$ cat src/rtl/pgm_txbuf_pkg.sv
package pgm_txbuf_pkg;
  localparam int unsigned LANES      = 4;
  localparam int unsigned LOW_BYTES  = 16;  // 128-bit threshold
  localparam int unsigned MIN_WORDS  = 4;
  localparam logic [7:0]  FILL_BYTE  = 8'hFF;

  function automatic int unsigned held_bytes(int unsigned words, int unsigned taken);
    return words * LANES - taken;
  endfunction

  function automatic logic [7:0] lane_of(logic [31:0] w, logic [1:0] sel);
    return w[8*sel +: 8];
  endfunction
endpackage

$ cat src/rtl/txb_store.sv
module txb_store #(
  parameter int DEPTH = 16,
  localparam int AW = $clog2(DEPTH),
  localparam int CW = AW + 1
) (
  input  logic          clk,
  input  logic          rst_n,
  input  logic          wr,
  input  logic [31:0]   wdata,
  input  logic          pop,
  output logic [31:0]   head,
  output logic [CW-1:0] count,
  output logic          full
);
  logic [31:0]   mem [DEPTH];
  logic [AW-1:0] wptr, rptr;
  logic          do_wr, do_pop;

  assign full   = (count == CW'(DEPTH));
  assign do_wr  = wr && !full;
  assign do_pop = pop && (count != '0);
  assign head   = mem[rptr];

  always_ff @(posedge clk) begin
    if (do_wr) mem[wptr] <= wdata;
  end

  always_ff @(posedge clk or negedge rst_n) begin
    if (!rst_n) begin
      wptr  <= '0;
      rptr  <= '0;
      count <= '0;
    end else begin
      if (do_wr)  wptr <= (wptr == AW'(DEPTH-1)) ? '0 : wptr + 1'b1;
      if (do_pop) rptr <= (rptr == AW'(DEPTH-1)) ? '0 : rptr + 1'b1;
      count <= count + CW'(do_wr) - CW'(do_pop);
    end
  end

  a_r8_full_drop: assert property (@(posedge clk) disable iff (!rst_n)
    (full && wr && !pop) |=> (count == $past(count)));
  a_r2_write_grows: assert property (@(posedge clk) disable iff (!rst_n)
    (!full && wr && !pop) |=> (count == $past(count) + 1'b1));
endmodule

$ cat src/rtl/txb_cmd.sv
module txb_cmd #(
  parameter int LEN_W = 16
) (
  input  logic             clk,
  input  logic             rst_n,
  input  logic             start_ok,
  input  logic [LEN_W-1:0] start_len,
  input  logic             pull,
  input  logic             empty,
  output logic             busy,
  output logic             pull_acc,
  output logic             use_ff,
  output logic [1:0]       lane,
  output logic             pop,
  output logic             done
);
  logic [LEN_W-1:0] remain;
  logic             fill_q;
  logic             last_pull;

  assign pull_acc  = pull && busy;
  assign use_ff    = fill_q || empty;
  assign pop       = pull_acc && !use_ff && (lane == 2'd3);
  assign last_pull = pull_acc && (remain == LEN_W'(1));

  always_ff @(posedge clk or negedge rst_n) begin
    if (!rst_n) begin
      busy   <= 1'b0;
      remain <= '0;
      lane   <= '0;
      fill_q <= 1'b0;
      done   <= 1'b0;
    end else begin
      done <= 1'b0;
      if (start_ok) begin
        busy   <= 1'b1;
        remain <= start_len;
      end else if (pull_acc) begin
        remain <= remain - 1'b1;
        if (!use_ff) lane <= lane + 1'b1;
        if (empty)   fill_q <= 1'b1;
        if (last_pull) begin
          busy   <= 1'b0;
          done   <= 1'b1;
          fill_q <= 1'b0;
        end
      end
    end
  end

  a_r7_done_single: assert property (@(posedge clk) disable iff (!rst_n)
    done |=> !done);
  a_r7_idle_after_done: assert property (@(posedge clk) disable iff (!rst_n)
    done |-> !busy);
  a_r3_lane_wrap: assert property (@(posedge clk) disable iff (!rst_n)
    (pull_acc && !use_ff && lane == 2'd3) |=> (lane == 2'd0));
  a_r6_fill_holds: assert property (@(posedge clk) disable iff (!rst_n)
    (fill_q && busy && !last_pull) |=> fill_q);
endmodule

$ cat src/rtl/pgm_txbuf.sv
module pgm_txbuf
  import pgm_txbuf_pkg::*;
#(
  parameter int DEPTH = 16,
  parameter int LEN_W = 16,
  localparam int CW = $clog2(DEPTH) + 1
) (
  input  logic             clk,
  input  logic             rst_n,
  input  logic             host_wr,
  input  logic [31:0]      host_wdata,
  input  logic             cmd_start,
  input  logic [LEN_W-1:0] cmd_len,
  input  logic             pull,
  input  logic             uflow_clr,
  output logic [7:0]       pull_byte,
  output logic             not_full,
  output logic             uflow,
  output logic             done,
  output logic             start_rej
);
  logic [31:0]   head;
  logic [CW-1:0] words;
  logic          full, empty, busy, pull_acc, use_ff, pop, start_ok, low_water;
  logic [1:0]    lane;

  assign empty     = (words == '0);
  assign not_full  = !full;
  assign start_ok  = cmd_start && !busy && (32'(words) >= MIN_WORDS) && (cmd_len != '0);
  assign low_water = held_bytes(32'(words), 32'(lane)) < LOW_BYTES;

  txb_store #(.DEPTH(DEPTH)) u_store (
    .clk(clk), .rst_n(rst_n), .wr(host_wr), .wdata(host_wdata),
    .pop(pop), .head(head), .count(words), .full(full)
  );

  txb_cmd #(.LEN_W(LEN_W)) u_cmd (
    .clk(clk), .rst_n(rst_n), .start_ok(start_ok), .start_len(cmd_len),
    .pull(pull), .empty(empty), .busy(busy), .pull_acc(pull_acc),
    .use_ff(use_ff), .lane(lane), .pop(pop), .done(done)
  );

  always_ff @(posedge clk or negedge rst_n) begin
    if (!rst_n) begin
      pull_byte <= '0;
      uflow     <= 1'b0;
      start_rej <= 1'b0;
    end else begin
      start_rej <= cmd_start && !busy && !start_ok;
      if (pull_acc) pull_byte <= use_ff ? FILL_BYTE : lane_of(head, lane);
      if (pull_acc && low_water) uflow <= 1'b1;
      else if (uflow_clr)        uflow <= 1'b0;
    end
  end

  a_r6_ff_byte: assert property (@(posedge clk) disable iff (!rst_n)
    (pull_acc && use_ff) |=> (pull_byte == 8'hFF));
  a_r4_low_sets: assert property (@(posedge clk) disable iff (!rst_n)
    (pull_acc && empty) |=> uflow);
  a_r5_sticky: assert property (@(posedge clk) disable iff (!rst_n)
    (uflow && !uflow_clr) |=> uflow);
  a_r1_short_start: assert property (@(posedge clk) disable iff (!rst_n)
    (cmd_start && !busy && words < CW'(MIN_WORDS)) |=> (start_rej && !busy));
  a_r7_idle_pull: assert property (@(posedge clk) disable iff (!rst_n)
    (pull && !busy && !cmd_start) |=> $stable(pull_byte));
endmodule

$ cat config.mk
export PLATFORM = sky130hd
export DESIGN_NAME = pgm_txbuf
export DESIGN_NICKNAME = d
export VERILOG_FILES = /design/src/rtl/pgm_txbuf_pkg.sv /design/src/rtl/txb_store.sv /design/src/rtl/txb_cmd.sv /design/src/rtl/pgm_txbuf.sv
export SDC_FILE = /design/constraint.sdc
export NUM_CORES = 1
export LEC_CHECK = 0
export CAP_MARGIN = 40
export CORE_ASPECT_RATIO = 1.75
export CORE_MARGIN = 4
export CORE_UTILIZATION = 30
export CTS_CLUSTER_DIAMETER = 100
export DETAILED_ROUTE_END_ITERATION = 10
export PLACE_DENSITY_LB_ADDON = 0.25
export SLEW_MARGIN = 20
export SYNTH_ARGS = -nofsm -noshare
export SYNTH_HDL_FRONTEND = slang
export SYNTH_HIERARCHICAL = 1
export SYNTH_SLANG_ARGS = --single-unit
$ cat constraint.sdc
create_clock -name clk -period 9.59 [get_ports clk]
set_input_delay 1.4385 -clock clk [delete_from_list [all_inputs] [get_ports clk]]
set_output_delay 1.4385 -clock clk [all_outputs]
set_load 0.1 [all_outputs]
Word-level counts from Yosys, hierarchy flattened
Memories as Yosys holds them, arrays and structs flattened.
Index checks and enable logic that the tools add are counted.
Word-level totals
  register bits: 44
  RAM bits: 512
  input bits: 54
  output and inout bits: 12
  word-level logic and storage cells: 72
  memories kept: 1
Memories
  u_store.mem: words 16, bits a word 32, read ports 1, clocked after Yosys merged registers in 0, wr ports 1, RTL line txb_store.sv:15  | logic [31:0] mem [DEPTH];
Cells by class
  $add $sub $neg: 7
  magnitude comparators: 2
  equality and inequality tests: 5
  shift-type cells: 1
  muxes and demuxes: 17
  bitwise gates (word level): 2
  reduce and logical (&&, ||, !) cells: 26
Operators by type and width (number)
  $lt 32x5->1 const B: 1
  $mux 16: 2
  $shiftx 32x6->8: 1
  $eq 16x1->1 const B: 1
  $reduce_bool 16->1: 1
  $sub 16x1->16 const B: 1
  $mux 1: 12
  $logic_and 1x1->1: 11
  $add 4x1->4 const B: 2
  $eq 4x4->1 const B: 2
  $mux 4: 2
  $mux 8: 1
  $reduce_bool 2->1: 4
  $sub 7x2->8: 1
  $reduce_and 3->1: 2
  $add 5x1->5: 1
  $eq 5x5->1 const B: 1
  $ge 5x3->1 const B: 1
  $logic_not 5->1: 1
  $reduce_bool 5->1: 1
  $sub 5x1->5: 1
  $logic_not 1->1: 4
  $add 2x1->2 const B: 1
  $eq 2x2->1 const B: 1
  other kinds (3): 4

Depth between registers and ports, before layout
  depth in word-level cells: 7
  depth in mapped cells: 15
  mapped depth without buffers: 15

By module
Netlist, hierarchy kept.
By module, submodules not included
  txb_store: instances 1, cells each 1017, area each 20397.1 sq um, sequential area each 15700.1 sq um
  txb_cmd: instances 1, cells each 124, area each 1142.3 sq um, sequential area each 525.5 sq um
  pgm_txbuf: instances 1, cells each 49, area each 635.6 sq um, sequential area each 250.2 sq um

Worst setup path after synthesis
OpenSTA, ideal clock, no wires.
  path kind: input to register
  start: in host_wr
  end: mem u_store.mem[0][0] (enable)
  setup time: 0.461 ns
  arrival: 4.206 ns
  required time: 9.129 ns
  slack: 4.923 ns
  stages on the path: 4
  path buffers: 1
  path through: nor2b_1 clkbuf_1 nand2_1 nor3_1
On the way
  cells in the longest elaborated chain, start to end: 3
Ends and longest elaborated chain
  start: declaration: RTL line pgm_txbuf.sv:10  | input logic host_wr,
  $logic_and 1x1->1: RTL line txb_store.sv:20  | assign do_wr = wr && !full;
  $mux 1: RTL line txb_store.sv:25  | if (do_wr) mem[wptr] <= wdata;
  $mux 1 (implied by the code): RTL line txb_store.sv:25
  end: declaration: RTL line txb_store.sv:15
No other way between the ends.

Worst setup path in the final report
  start: reg u_store.count[2]
  end: out not_full
On the way
  cells in the longest elaborated chain, start to end: 2
Ends and longest elaborated chain
  start: declaration: RTL line txb_store.sv:12  | output logic [CW-1:0] count,
  start signal: assignment: RTL line txb_store.sv:36  | count <= count + CW'(do_wr) - CW'(do_pop);
  $eq 5x5->1: RTL line txb_store.sv:19  | assign full = (count == CW'(DEPTH));
  net full: RTL line pgm_txbuf.sv:24  | logic full, empty, busy, pull_acc, use_ff, pop, start_ok, low_water;
  $logic_not 1->1: RTL line pgm_txbuf.sv:28  | assign not_full = !full;
  end: declaration: RTL line pgm_txbuf.sv:17  | output logic not_full,
The timed path passes the listed nets, and every way through them passes these cells.

==> results.cfg <==
[cells_and_area]
final_layout_size_suffix_gt1_share_pct = 16.2
mostFrequentLayoutCells = sky130_fd_sc_hd__edfxtp_1, sky130_fd_sc_hd__mux2i_1, sky130_fd_sc_hd__mux4_2
final_nets = 1352
most_frequent_standard_cell_in_the_layout_excluding_fill_and_tap_cells = sky130_fd_sc_hd__edfxtp_1
final_core_util_pct = 35.4
diodes = 0
area.growth.synth_to_final_pct = 16.6

[detailed_routing]
wl_per_cell_um = 24.5
routed_wire_length_mm = 55.2
drt-vias-per-instance = 5.04
initialDrtViolationCount = 1058
route.vias.total = 11300
route.detailed.drc = 0
antenna_violating_nets_post_route = 0
number_of_search_and_repair_iterations_in_the_first_detailed_routing_pass = 5

[synth]
post_synth_num_cell_types = 50
yosys_warnings = 6
synth-edff-count = 512
synthesis.area_mm2 = 0.0222
postSynthAreaPerCell_um2 = 18.6
ys.flop_type = sky130_fd_sc_hd__edfxtp_1
mappedNetlistNets = 1259
synthesis.instances = 1190
synth.ff_latch_count = 556
asyncSetResetFlopFracSynth_pct = 7.91
synth_seq_area_share_pct = 74.3

[clocking]
cts-root-buf = sky130_fd_sc_hd__clkbuf_16
postCtsSetupBuffers = 0
cts_tree = done
clock_sink_count = 556
cts_hold_buf = 0
cts.reportedPaths.clkPinSlew_ps = 70
clock_insertion_delay_worst_skew_ps = 580
cts-root-to-sink-buffers = 3
h-tree-depth = 2
cts_repair_resize_count = 0
cts_inserted_buffers = 50

[global_route]
grt_antenna_before_repair = 1
grt_max_degree = 103
grt_pass1_wl_mm = 80.8
globalRoute.totalOverflow = 0
groute.usage.overall_pct = 13.9
grt_pass1_vias = 12000

[critical_path]
critical_path_peak_fanout = 5
setup.worst_path.end_class = output pin
worstSetupStartpointType = register
path_class = register to output pin
worst-endpoint-required_ps = 8150
arrival_ps = 2470

[sta]
report.final.setup_viol = 0
relSlewSlack_pct = 42.4
finalCriticalPeriod_ps = 3910
drv_slew = 0
clock_skew_ps = 14.7
final.setup.tns_ps = 0
achievable-frequency_mhz = 256
min_period_over_period_pct = 40.7
tightestPinTransition_ps = 864
fin_worst_hold_slack_ps = 510
rsz0062_at_grt = no
final-hold-violation-count = 0

[pwr]
cell_leakage_power_nw = 8.35
power-per-cell-area_mw_per_mm2 = 282
ir_drop_worst_vdd_mv = 0.193

[die]
chipWidth_um = 214
floorplan.io_pins = 66
die_h_um = 368
start_util_pct = 30.3
std_cell_rows = 131
total_die_area_mm2 = 0.0785
core_mm2 = 0.0731

[placement]
numPortBuffers = 65
gp_routability_congestion = 0.750
place_hpwl_mm = 31.8

[flow_run]
max_cap_violations = 0

[worst_hold_path]
hp-class = register to register

[run_status]
outcome = finished clean
## sequential cells by signal (all words and copies together), names as in the netlist
register	flops
u_store/mem	512
u_cmd/remain	16
pull_byte	8
u_store/count	5
u_store/rptr	4
u_store/wptr	4
u_cmd/lane	2
start_rej	1
u_cmd/busy	1
u_cmd/done	1
u_cmd/fill_q	1
uflow	1
## Yosys cell counts, drive strengths merged (3+ instances only)
cell,n,area [µm²]
a21o,3,22.5
a21oi,6,30.0
a221oi,65,569
a22oi,33,248
buf,42,314
clkbuf,24,90.1
dfrtp,44,1100
edfxtp,512,15400
ha,14,175
inv,19,71.3
mux2i,129,1290
mux4,72,1620
nand2,62,233
nand2b,5,31.3
nand3,7,35.0
nand4,4,25.0
nor2,22,82.6
nor2b,4,25.0
nor3,12,65.1
nor4,8,50.1
o21ai,51,259
o22a,8,70.1
xnor2,11,96.3
xor2,9,78.8
## final timing paths
path | cells after the start | slack, ps | endpoint | from
min | 1 | 510 | pull_byte[4]$_DFFE_PN0P_ | pull_byte[4]$_DFFE_PN0P_
min reg2reg | 1 | 510 | pull_byte[4]$_DFFE_PN0P_ | pull_byte[4]$_DFFE_PN0P_
max reg2reg | 8 | 5800 | pull_byte[4]$_DFFE_PN0P_ | u_store/rptr[1]$_DFFE_PN0P_
min in group asynchronous | 1 | 780 | uflow$_DFFE_PN0P_ | rst_n
max in group asynchronous | 2 | 8290 | u_cmd/remain[10]$_DFFE_PN0P_ | rst_n
max | 6 | 5680 | not_full | u_store/count[2]$_DFF_PN0_
## critical path, stage by stage (launching register included)
cell,delay [ps]
sky130_fd_sc_hd__dfrtp_1,440
sky130_fd_sc_hd__inv_1,110
sky130_fd_sc_hd__ha_1,170
sky130_fd_sc_hd__nor4bb_1,440
sky130_fd_sc_hd__inv_1,80
sky130_fd_sc_hd__clkdlybuf4s50_1,470
sky130_fd_sc_hd__buf_8,190
## per-stage QoR
stage               area [µm²]  setup WS [ps]  std cells  power, mW
global route             25900           5530       2251       7.65
detailed placement       24300           5280       2162       5.40
global placement         23900           5310       2146       5.27
CTS                      25900           5610       2251       7.42
finish                   25900           5680       2251       7.30
floorplan                22200           4920       1190       4.59
## layout make-up
type	instances	area [µm²]
fillers	6835	47200
repair buffers	107	1180
multi-input cells	549	5350
well taps	931	1160
inverters	19	71.3
clock buffers	71	1400
clock inverters	18	201
flip-flops and latches	556	16500
## metal layers
metal | track usage, % | wire, µm
met5 | 0 | 12
met4 | 4.46 | 1650
met3 | 1.78 | 1940
met2 | 26.0 | 30400
met1 | 16.2 | 21200
## where the power goes
group          switching, mW  internal [mW]  total [mW]
clock                  0.873           1.13        2.00
sequential             0.207           2.93        3.14
combinational           1.26          0.900        2.16
## logic make-up after synthesis
| group | after synthesis | share of synthesized area (%) |
|---|---|---|
| buffers and inverters | 85 | 2.14 |
| AO/OA/AOI/OAI | 173 | 5.67 |
| adder cells (fa/ha/maj) | 15 | 0.880 |
| flip-flops | 556 | 74.3 |
| AND/OR/NAND/NOR | 139 | 3.04 |
| XOR/XNOR | 20 | 0.790 |
| multiplexers | 202 | 13.2 |
No activity file was read; power rests on OpenSTA's default activity.
